===== src/rtl/sfa_pkg.sv =====
package sfa_pkg;
   // slack classification against the three thresholds
   typedef enum logic [1:0] {
      ZONE_LOW    = 2'd0,   // slack <= TH0
      ZONE_TARGET = 2'd1,   // TH0 < slack <= TH1
      ZONE_HIGH   = 2'd2,   // TH1 < slack <= TH2
      ZONE_OVER   = 2'd3    // slack > TH2
   } slack_zone_e;
endpackage


===== src/rtl/sfa_slack_tracker.sv =====
module sfa_slack_tracker
   import sfa_pkg::*;
#(
   parameter int SLACK_W = 11,
   parameter int TH0     = 80,
   parameter int TH1     = 700,
   parameter int TH2     = 1000
) (
   input  logic               clk,
   input  logic               rst_n,
   input  logic               lead_commit,
   input  logic               trail_commit,
   output logic [SLACK_W-1:0] slack,
   output slack_zone_e        zone
);
   localparam logic [SLACK_W-1:0] MAX_V = '1;
   localparam logic [SLACK_W-1:0] TH0_V = SLACK_W'(TH0);
   localparam logic [SLACK_W-1:0] TH1_V = SLACK_W'(TH1);
   localparam logic [SLACK_W-1:0] TH2_V = SLACK_W'(TH2);
   localparam logic [SLACK_W-1:0] ONE_V = SLACK_W'(1);

   logic grow, shrink;
   assign grow   = lead_commit && !trail_commit;
   assign shrink = trail_commit && !lead_commit;

   always_ff @(posedge clk) begin
      if (!rst_n) begin
         slack <= '0;
      end else if (grow && (slack != MAX_V)) begin
         slack <= slack + ONE_V;
      end else if (shrink && (slack != '0)) begin
         slack <= slack - ONE_V;
      end
   end

   always_comb begin
      if (slack <= TH0_V)      zone = ZONE_LOW;
      else if (slack <= TH1_V) zone = ZONE_TARGET;
      else if (slack <= TH2_V) zone = ZONE_HIGH;
      else                     zone = ZONE_OVER;
   end


   pair_hold_chk: assert property (@(posedge clk) disable iff (!rst_n)
      (lead_commit && trail_commit) |=> $stable(slack));

   floor_hold_chk: assert property (@(posedge clk) disable iff (!rst_n)
      ((slack == '0) && !lead_commit) |=> (slack == '0));

   ceil_hold_chk: assert property (@(posedge clk) disable iff (!rst_n)
      ((slack == MAX_V) && !trail_commit) |=> (slack == MAX_V));

   step_up_chk: assert property (@(posedge clk) disable iff (!rst_n)
      (grow && (slack != MAX_V)) |=> (slack == $past(slack) + ONE_V));
endmodule


===== src/rtl/sfa_thread_picker.sv =====
module sfa_thread_picker #(
   parameter int ICNT_W     = 7,
   parameter int TIE_ROTATE = 0
) (
   input  logic              clk,
   input  logic              rst_n,
   input  logic [1:0]        elig,
   input  logic [1:0]        urgent,
   input  logic [ICNT_W-1:0] icnt0,
   input  logic [ICNT_W-1:0] icnt1,
   output logic [1:0]        grant
);
   logic [1:0] cand;
   logic [1:0] tie_pick;
   logic       tie;

   always_comb begin
      cand = elig;
      if ((elig & urgent) != 2'b00) cand = elig & urgent;
   end

   assign tie = (cand == 2'b11) && (icnt0 == icnt1);

   generate
      if (TIE_ROTATE == 0) begin : g_tie_fixed
         assign tie_pick = 2'b01;
      end else begin : g_tie_rotate
         logic last_one_q;
         always_ff @(posedge clk) begin
            if (!rst_n)   last_one_q <= 1'b1;
            else if (tie) last_one_q <= ~last_one_q;
         end
         assign tie_pick = last_one_q ? 2'b01 : 2'b10;
      end
   endgenerate

   always_comb begin
      unique case (cand)
         2'b01:   grant = 2'b01;
         2'b10:   grant = 2'b10;
         2'b11: begin
            if (icnt0 < icnt1)      grant = 2'b01;
            else if (icnt1 < icnt0) grant = 2'b10;
            else                    grant = tie_pick;
         end
         default: grant = 2'b00;
      endcase
   end


   grant_onehot_chk: assert property (@(posedge clk) disable iff (!rst_n)
      $onehot0(grant));

   grant_elig_chk: assert property (@(posedge clk) disable iff (!rst_n)
      ((grant & ~elig) == 2'b00));

   idle_core_chk: assert property (@(posedge clk) disable iff (!rst_n)
      (elig == 2'b00) |-> (grant == 2'b00));

   icount_pick_chk: assert property (@(posedge clk) disable iff (!rst_n)
      ((elig == 2'b11) && (urgent == 2'b00) && (icnt1 < icnt0)) |-> (grant == 2'b10));

   urgent_pick_chk: assert property (@(posedge clk) disable iff (!rst_n)
      ((elig & urgent) == 2'b10) |-> (grant == 2'b10));
endmodule


===== src/rtl/sfa_freq_governor.sv =====
module sfa_freq_governor #(
   parameter int INTERVAL   = 1000,
   parameter int PEAK_LEVEL = 10,
   parameter int MIN_LEVEL  = 1,
   parameter int LEVEL_W    = 4
) (
   input  logic               clk,
   input  logic               rst_n,
   input  logic               raise,
   output logic [LEVEL_W-1:0] level
);
   localparam int CNT_W = $clog2(INTERVAL);
   localparam logic [CNT_W-1:0]   LAST_V = CNT_W'(INTERVAL - 1);
   localparam logic [LEVEL_W-1:0] PEAK_V = LEVEL_W'(PEAK_LEVEL);
   localparam logic [LEVEL_W-1:0] MIN_V  = LEVEL_W'(MIN_LEVEL);
   localparam logic [LEVEL_W-1:0] STEP_V = LEVEL_W'(1);

   logic [CNT_W-1:0] cnt_q;
   logic             tick;

   assign tick = (cnt_q == LAST_V);

   always_ff @(posedge clk) begin
      if (!rst_n)    cnt_q <= '0;
      else if (tick) cnt_q <= '0;
      else           cnt_q <= cnt_q + CNT_W'(1);
   end

   always_ff @(posedge clk) begin
      if (!rst_n) begin
         level <= PEAK_V;
      end else if (tick) begin
         if (raise)              level <= PEAK_V;
         else if (level > MIN_V) level <= level - STEP_V;
      end
   end


   level_hold_chk: assert property (@(posedge clk) disable iff (!rst_n)
      !tick |=> $stable(level));

   level_range_chk: assert property (@(posedge clk) disable iff (!rst_n)
      (level >= MIN_V) && (level <= PEAK_V));

   level_down_chk: assert property (@(posedge clk) disable iff (!rst_n)
      (tick && !raise && (level > MIN_V)) |=> (level == $past(level) - STEP_V));

   level_peak_chk: assert property (@(posedge clk) disable iff (!rst_n)
      (tick && raise) |=> (level == PEAK_V));
endmodule


===== src/rtl/slack_fetch_freq_arbiter.sv =====
module slack_fetch_freq_arbiter
   import sfa_pkg::*;
#(
   parameter int SLACK_W    = 11,
   parameter int ICNT_W     = 7,
   parameter int TH0        = 80,
   parameter int TH1        = 700,
   parameter int TH2        = 1000,
   parameter int INTERVAL   = 1000,
   parameter int PEAK_LEVEL = 10,
   parameter int MIN_LEVEL  = 1,
   parameter int TIE_ROTATE = 0,
   localparam int LEVEL_W   = $clog2(PEAK_LEVEL + 1)
) (
   input  logic               clk,
   input  logic               rst_n,
   input  logic [1:0]         lead_commit,
   input  logic [1:0]         trail_commit,
   input  logic [ICNT_W-1:0]  lead_icnt0,
   input  logic [ICNT_W-1:0]  lead_icnt1,
   input  logic [ICNT_W-1:0]  trail_icnt0,
   input  logic [ICNT_W-1:0]  trail_icnt1,
   output logic [1:0]         lead_grant,
   output logic [1:0]         trail_grant,
   output logic [LEVEL_W-1:0] freq_level
);
   localparam logic [SLACK_W-1:0] TH0_V = SLACK_W'(TH0);
   localparam logic [SLACK_W-1:0] TH2_V = SLACK_W'(TH2);

   // elaboration-time parameter checks
   generate
      if (!((TH0 < TH1) && (TH1 < TH2))) begin : g_bad_order
         $error("thresholds must be strictly increasing");
      end
      if (TH2 >= (2 ** SLACK_W) - 1) begin : g_bad_width
         $error("slack width too small for top threshold");
      end
      if ((MIN_LEVEL < 1) || (MIN_LEVEL > PEAK_LEVEL)) begin : g_bad_level
         $error("minimum level out of range");
      end
      if (INTERVAL < 2) begin : g_bad_interval
         $error("interval too short");
      end
   endgenerate

   logic [SLACK_W-1:0] slack [2];
   slack_zone_e        zone  [2];
   logic [1:0]         trail_elig, lead_elig, trail_urgent, behind;

   for (genvar a = 0; a < 2; a++) begin : g_app
      sfa_slack_tracker #(
         .SLACK_W (SLACK_W),
         .TH0     (TH0),
         .TH1     (TH1),
         .TH2     (TH2)
      ) u_track (
         .clk          (clk),
         .rst_n        (rst_n),
         .lead_commit  (lead_commit[a]),
         .trail_commit (trail_commit[a]),
         .slack        (slack[a]),
         .zone         (zone[a])
      );

      assign trail_elig[a]   = (zone[a] != ZONE_LOW);
      assign lead_elig[a]    = (zone[a] != ZONE_OVER);
      assign trail_urgent[a] = (zone[a] == ZONE_OVER);
      assign behind[a]       = (zone[a] == ZONE_HIGH) || (zone[a] == ZONE_OVER);


      trail_gate_chk: assert property (@(posedge clk) disable iff (!rst_n)
         trail_grant[a] |-> (slack[a] > TH0_V));

      lead_gate_chk: assert property (@(posedge clk) disable iff (!rst_n)
         lead_grant[a] |-> (slack[a] <= TH2_V));
   end

   sfa_thread_picker #(
      .ICNT_W     (ICNT_W),
      .TIE_ROTATE (TIE_ROTATE)
   ) u_lead_pick (
      .clk    (clk),
      .rst_n  (rst_n),
      .elig   (lead_elig),
      .urgent (2'b00),
      .icnt0  (lead_icnt0),
      .icnt1  (lead_icnt1),
      .grant  (lead_grant)
   );

   sfa_thread_picker #(
      .ICNT_W     (ICNT_W),
      .TIE_ROTATE (TIE_ROTATE)
   ) u_trail_pick (
      .clk    (clk),
      .rst_n  (rst_n),
      .elig   (trail_elig),
      .urgent (trail_urgent),
      .icnt0  (trail_icnt0),
      .icnt1  (trail_icnt1),
      .grant  (trail_grant)
   );

   sfa_freq_governor #(
      .INTERVAL   (INTERVAL),
      .PEAK_LEVEL (PEAK_LEVEL),
      .MIN_LEVEL  (MIN_LEVEL),
      .LEVEL_W    (LEVEL_W)
   ) u_freq (
      .clk   (clk),
      .rst_n (rst_n),
      .raise (|behind),
      .level (freq_level)
   );
endmodule


===== config.mk =====
export PLATFORM = sky130hd
export DESIGN_NAME = slack_fetch_freq_arbiter
export DESIGN_NICKNAME = d
export VERILOG_FILES = /design/src/rtl/sfa_pkg.sv /design/src/rtl/sfa_slack_tracker.sv /design/src/rtl/sfa_thread_picker.sv /design/src/rtl/sfa_freq_governor.sv /design/src/rtl/slack_fetch_freq_arbiter.sv
export SDC_FILE = /design/constraint.sdc
export NUM_CORES = 1
export LEC_CHECK = 0
export CELL_PAD_IN_SITES_DETAIL_PLACEMENT = 0
export CELL_PAD_IN_SITES_GLOBAL_PLACEMENT = 1
export CORE_MARGIN = 3
export CORE_UTILIZATION = 40
export CTS_BUF_LIST = sky130_fd_sc_hd__clkbuf_4 sky130_fd_sc_hd__clkbuf_8
export DETAILED_ROUTE_END_ITERATION = 12
export DONT_BUFFER_PORTS = 1
export GPL_TIMING_DRIVEN = 1
export MAX_ROUTING_LAYER = met4
export PLACE_DENSITY = 0.68
export SYNTH_ARGS = -nofsm -noshare
export SYNTH_HDL_FRONTEND = slang
export SYNTH_SLANG_ARGS = --single-unit

===== constraint.sdc =====
create_clock -name clk -period 5.15 [get_ports clk]
set_input_delay 0.7725 -clock clk [delete_from_list [all_inputs] [get_ports clk]]
set_output_delay 0.7725 -clock clk [all_outputs]
set_load 0.05 [all_outputs]

# Word level (Yosys, flattened, before mapping)
# Cells that the tools add are included.
[totals]
output_inout_bits = 8
inputBits = 34
regBits = 36
[classes]
n_bitwise = 2
n_lt_le_gt_ge = 11
n_reduce_logical = 25
eq_ne = 15
addsub = 6
mux = 19
[ops]
columns = ["operator", "count"]
rows = [
  ["11-bit by 10-bit less-or-equal comparator with 1-bit output (second input constant)", 4],
  ["11-bit two-way mux", 4],
  ["7-bit less-than comparator", 4],
  ["11-bit by 1-bit adder with 11-bit output (second input constant)", 2],
  ["11-bit by 7-bit less-or-equal comparator with 1-bit output (second input constant)", 2],
  ["11-bit != test (second input constant)", 2],
  ["11-bit nonzero test", 2],
  ["11-bit by 1-bit subtractor with 11-bit output (second input constant)", 2],
  ["2-bit two-way mux", 9],
  ["2-bit equality test (second input constant)", 8],
  ["2-bit case mux with 3 select lines", 2],
  ["2-bit nonzero test", 6],
  ["10-bit by 1-bit adder with 10-bit output (second input constant)", 1],
  ["10-bit equality test (second input constant)", 1],
  ["1-bit logical AND", 8],
  ["4-bit two-way mux", 2],
  ["2-bit by 1-bit equality test with 1-bit output (second input constant)", 2],
  ["4-bit by 1-bit greater-than comparator with 1-bit output (second input constant)", 1],
  ["1-bit logical NOT", 4],
  ["2-bit != test (second input constant)", 2],
  ["2-bit OR reduction", 2],
  ["4-bit by 1-bit subtractor with 4-bit output (second input constant)", 1],
  ["2-bit AND", 1],
  ["1-bit logical OR", 2],
  ["3 further kinds", 4],
]

# Logic depth before layout (Yosys ltp)
[logic_depth]
depth_word = 10
ltp_mapped = 10
ltp_nobuf = 10

# Cells and area by module
# A second synthesis with hierarchy kept.
[unflattened]
hier_cells = 379
area_unflattened_um2 = 3188.1
[modules_own_cells]
columns = ["mod", "area_each_um2", "cells_per_inst", "n_inst"]
rows = [
  ["sfa_slack_tracker at g_app[1].u_track", 1048.5, 124, 1],
  ["sfa_slack_tracker at g_app[0].u_track", 1014.7, 120, 1],
  ["sfa_freq_governor", 690.7, 75, 1],
  ["sfa_thread_picker", 195.2, 26, 2],
  ["slack_fetch_freq_arbiter", 43.8, 8, 1],
]

# Worst setup path after synthesis
# OpenSTA, ideal clock, no wires.
[synth_timing]
kind = "input-to-output"
from = "in trail_icnt1[6]"
to = "out trail_grant[1]"
arrival_time_ns = 2.622
path_buffers = 0
path_slack_ns = 1.756
cell_stages = 6
cell_sequence = "inv_1 ha_1 nand4_1 o211ai_1 a211oi_1 nor3_1"
[synth_between]
elab_chain_len = 4
word_cells_on_any_way = 5
[synth_rtl]
columns = ["element", "line", "rtl"]
rows = [
  ["start: declaration", "slack_fetch_freq_arbiter.sv:22", "input logic [ICNT_W-1:0] trail_icnt1,"],
  ["7-bit less-than comparator", "sfa_thread_picker.sv:43", "else if (icnt1 < icnt0) grant = 2'b10;"],
  ["2-bit two-way mux", "sfa_thread_picker.sv:43", ""],
  ["2-bit two-way mux (*)", "sfa_thread_picker.sv:42", "if (icnt0 < icnt1) grant = 2'b01;"],
  ["2-bit case mux with 3 select lines (*)", "sfa_thread_picker.sv:38", "unique case (cand)"],
  ["end: declaration", "slack_fetch_freq_arbiter.sv:24", "output logic [1:0] trail_grant,"],
]
# Mark *: on every way between the ends. The rest lies on a longest branch, timed or not.

# Worst setup path in the final report
[layout_timing]
from = "reg g_app[1].u_track.slack[0]"
to = "out lead_grant[1]"
[layout_between]
elab_chain_len = 7
word_cells_on_any_way = 11
[layout_rtl]
columns = ["element", "line", "rtl"]
rows = [
  ["start: declaration", "sfa_slack_tracker.sv:13", "output logic [SLACK_W-1:0] slack,"],
  ["start signal: assignment", "sfa_slack_tracker.sv:30", "slack <= slack + ONE_V;"],
  ["start signal: assignment", "sfa_slack_tracker.sv:32", "slack <= slack - ONE_V;"],
  ["11-bit by 10-bit less-or-equal comparator with 1-bit output", "sfa_slack_tracker.sv:39", "else if (slack <= TH2_V) zone = ZONE_HIGH;"],
  ["1-bit two-way mux", "sfa_slack_tracker.sv:39", ""],
  ["2-bit two-way mux", "sfa_slack_tracker.sv:38", "else if (slack <= TH1_V) zone = ZONE_TARGET;"],
  ["2-bit two-way mux (*)", "sfa_slack_tracker.sv:37", "if (slack <= TH0_V) zone = ZONE_LOW;"],
  ["2-bit != test (*)", "slack_fetch_freq_arbiter.sv:66", "assign lead_elig[a] = (zone[a] != ZONE_OVER);"],
  ["2-bit equality test, or another cell as far along", "n/a", ""],
  ["2-bit case mux with 3 select lines (*)", "sfa_thread_picker.sv:38", ""],
  ["end: declaration", "slack_fetch_freq_arbiter.sv:23", "output logic [1:0] lead_grant,"],
]
# Marked as above.

==> flow_metrics.env <==
export IMPL_status="finished clean"
export IMPL_multi_input_area_mm2=0.00204
export IMPL_syn2layout_area_growth_pct=6.33
export IMPL_yosysWarnings=0
export IMPL_synth_flop_cell="dfxtp_1"
export IMPL_fmax_ghz=0.300
export IMPL_rows=30
export IMPL_avgViaCountPerCell=5.48
export IMPL_antenna_found_initial=0
export IMPL_grt_pass1_wl_um=10200
export IMPL_track_usage=0.150
export IMPL_hold_viol_final=0
export IMPL_cts_resized=0
export IMPL_cts_tree="done"
export IMPL_arrival_ps=2560
export IMPL_htreeDepth=2
export IMPL_cts_made_buffers=5
export IMPL_startpoint_type="flip-flop"
export IMPL_synth_top_area_share=0.248
export IMPL_fillers=722
export IMPL_synth_top_area_cell="dfxtp_1"
export IMPL_synth_most_common_cell="nor2_1"
export IMPL_finalSetupTns_ps=0
export IMPL_synthArstFlopShare=0
export IMPL_finalWeightedCongestion=0.750
export IMPL_grt_max_degree=21
export IMPL_wl_per_cell_um=13.3
export IMPL_postCtsSetupBuffers=0
export IMPL_gr_total_overflow=0
export IMPL_crit_fanout=6
export IMPL_rsz0062_at_grt="no"
export IMPL_die_w_um=91.2
export IMPL_setup_viol=0
export IMPL_cts_hold_buf=0
export IMPL_drv_cap=0
export IMPL_hpwl_um=4690
export IMPL_cp_required_ps=4380
export IMPL_dp_cells=445
export IMPL_skew_ps=13.3
export IMPL_grt_pass1_vias=2264
export IMPL_synth_edf_count=0
export IMPL_clock_latency_ps=290
export IMPL_power_density_mw_per_mm2=519
export IMPL_syn_area_mm2=0.00290
export IMPL_dpl_worst_slack_ps=1880
export IMPL_first_iter_violations=119
export IMPL_synth_distinct_cells=54
export IMPL_routed_wl_um=6040
export IMPL_drv_slew=0
export IMPL_synthCells=355
export IMPL_max_slew_margin_rel=0.276
export IMPL_fin_util=0.447
export IMPL_timing_hold_ws_ps=449
export IMPL_dr_pass1_iters=4
export IMPL_fin_nets=427
export IMPL_vias=2484
export IMPL_drive_gt1_frac=0.0504
export IMPL_coreArea_mm2=0.00691
export IMPL_synth_seq_cells=36
export IMPL_num_antenna_cells=0
export IMPL_fp_dieH_um=91.2
export IMPL_synth_area_leaders="dfxtp_1 (25%), ha_1 (15%), nor2_1 (5.8%), xnor2_1 (4.5%), mux2i_1 (4.1%)"
export IMPL_clk_pin_slew_ps=70
export IMPL_leakage_nw=1.35
export IMPL_setup_slack_ps=1810
export IMPL_path_class="flip-flop to output port"
export IMPL_cts_root_buf="clkbuf_8"
export IMPL_ant_nets=0
export IMPL_clockBufferDepth=2
export IMPL_start_util=0.420
export IMPL_clock_sinks=36
export IMPL_portBuffers=0
export IMPL_min_period_ps=3340
export IMPL_die_area_mm2=0.00832
export IMPL_fin_crit_sh=0.648
export IMPL_ir_worst_vdd_mv=0.168
export IMPL_worst_pin_slew_ps=1100
export IMPL_hold_class="flip-flop to flip-flop"
export IMPL_seq_area_um2=721
export IMPL_yosysSeqAreaShare=0.248
export IMPL_drc=0
export IMPL_ys_top_cells_by_count="nor2_1 (45), dfxtp_1 (36), ha_1 (35)"
export IMPL_synth_fp_nets=426
export IMPL_postSynthAreaPerCell_um2=8.18
export IMPL_io_pin_count=42
export IMPL_fin_cells=453
export IMPL_worst_setup_path_end_kind="output port"
cell usage in the layout, fill, tap and decap left out, types with 2 or more instances in the layout:
master    Yosys  layout
nand4_1       6       6
inv_1        26      26
nand3_1      15      15
o211a_1       2       2
o21ai_0      16      16
and2_1        2       2
o21a_1        6       6
a41oi_1       2       2
and3_1       10      10
xnor2_1      15      15
o22ai_1       2       2
nand2_1      19      19
dfxtp_1      36      36
xor2_1        8       8
a21oi_1      17      17
nor2b_1       3       3
clkbuf_8      0       6
o211ai_1      5       5
o41ai_1       2       2
a31oi_1       4       4
a21o_1        5       5
nand2b_1      3       3
or3_1         7       7
mux2i_1      12      12
ha_1         35      35
nor3_1       13      13
o21bai_1      3       3
fa_1          2       2
nand3b_1      3       3
nor2_1       45      45
a211oi_2      2       2
critical path, stage by stage, from the launching register on:
cell and delay, ps:
dfxtp_1 380, or3_1 410, a21oi_1 180, o31ai_1 150, a41oi_1 180, o21ai_0 130, o22ai_1 850
routing by layer:
layer,track usage,vias up,wire length (um)
met5,-,-,0
met4,0.0415,0,51
met3,0.0290,5,319
met2,0.223,62,2550
met1,0.207,1123,3120
li1,-,1294,-
flip-flops by register name, summed over array words and instances (netlist names):
register	flops
u_freq.level	4
u_freq.cnt_q	10
g_app.u_track.slack	22
per-stage QoR:
step                total power, mW  area, um^2
floorplan                      1.22        2900
finish                         1.60        3090
detailed placement             1.39        2990
global route                   1.74        3090
CTS                            1.62        3090
global placement               1.39        2990
worst paths after layout:
| path | from | end | slack, ps | cells after the start |
|---|---|---|---|---|
| worst max-delay path | g_app[1].u_track.slack[0] | lead_grant[1] | 1810 | 6 |
| worst max register to register | g_app[1].u_track.slack[4] | g_app[1].u_track.slack[9] | 1910 | 10 |
| worst min-delay path | u_freq.cnt_q[0] | u_freq.cnt_q[0] | 450 | 1 |
| worst min register to register | u_freq.cnt_q[0] | u_freq.cnt_q[0] | 450 | 1 |
power breakdown:
part | switching [mW] | internal, mW
registers | 0.113 | 0.346
clock network | 0.105 | 0.114
logic | 0.526 | 0.399
total | 0.744 | 0.860
layout make-up:
type | count | area share
Clock inverter | 1 | 0.00243
Inverter | 26 | 0.0316
Clock buffer | 7 | 0.0292
Sequential cell | 36 | 0.233
Multi-Input combinational cell | 286 | 0.662
Timing Repair Buffer | 1 | 0.00243
Tap cell | 96 | 0.0389
cell families after synthesis:
kind of cell | share of synthesized area
AND/OR/NAND/NOR | 0.235
AO/OA/AOI/OAI | 0.194
adder cells (fa/ha/maj) | 0.165
flip-flops | 0.248
buffers and inverters | 0.0478
XOR/XNOR | 0.0694
multiplexers | 0.0414
(Power assumes the default switching activity.)
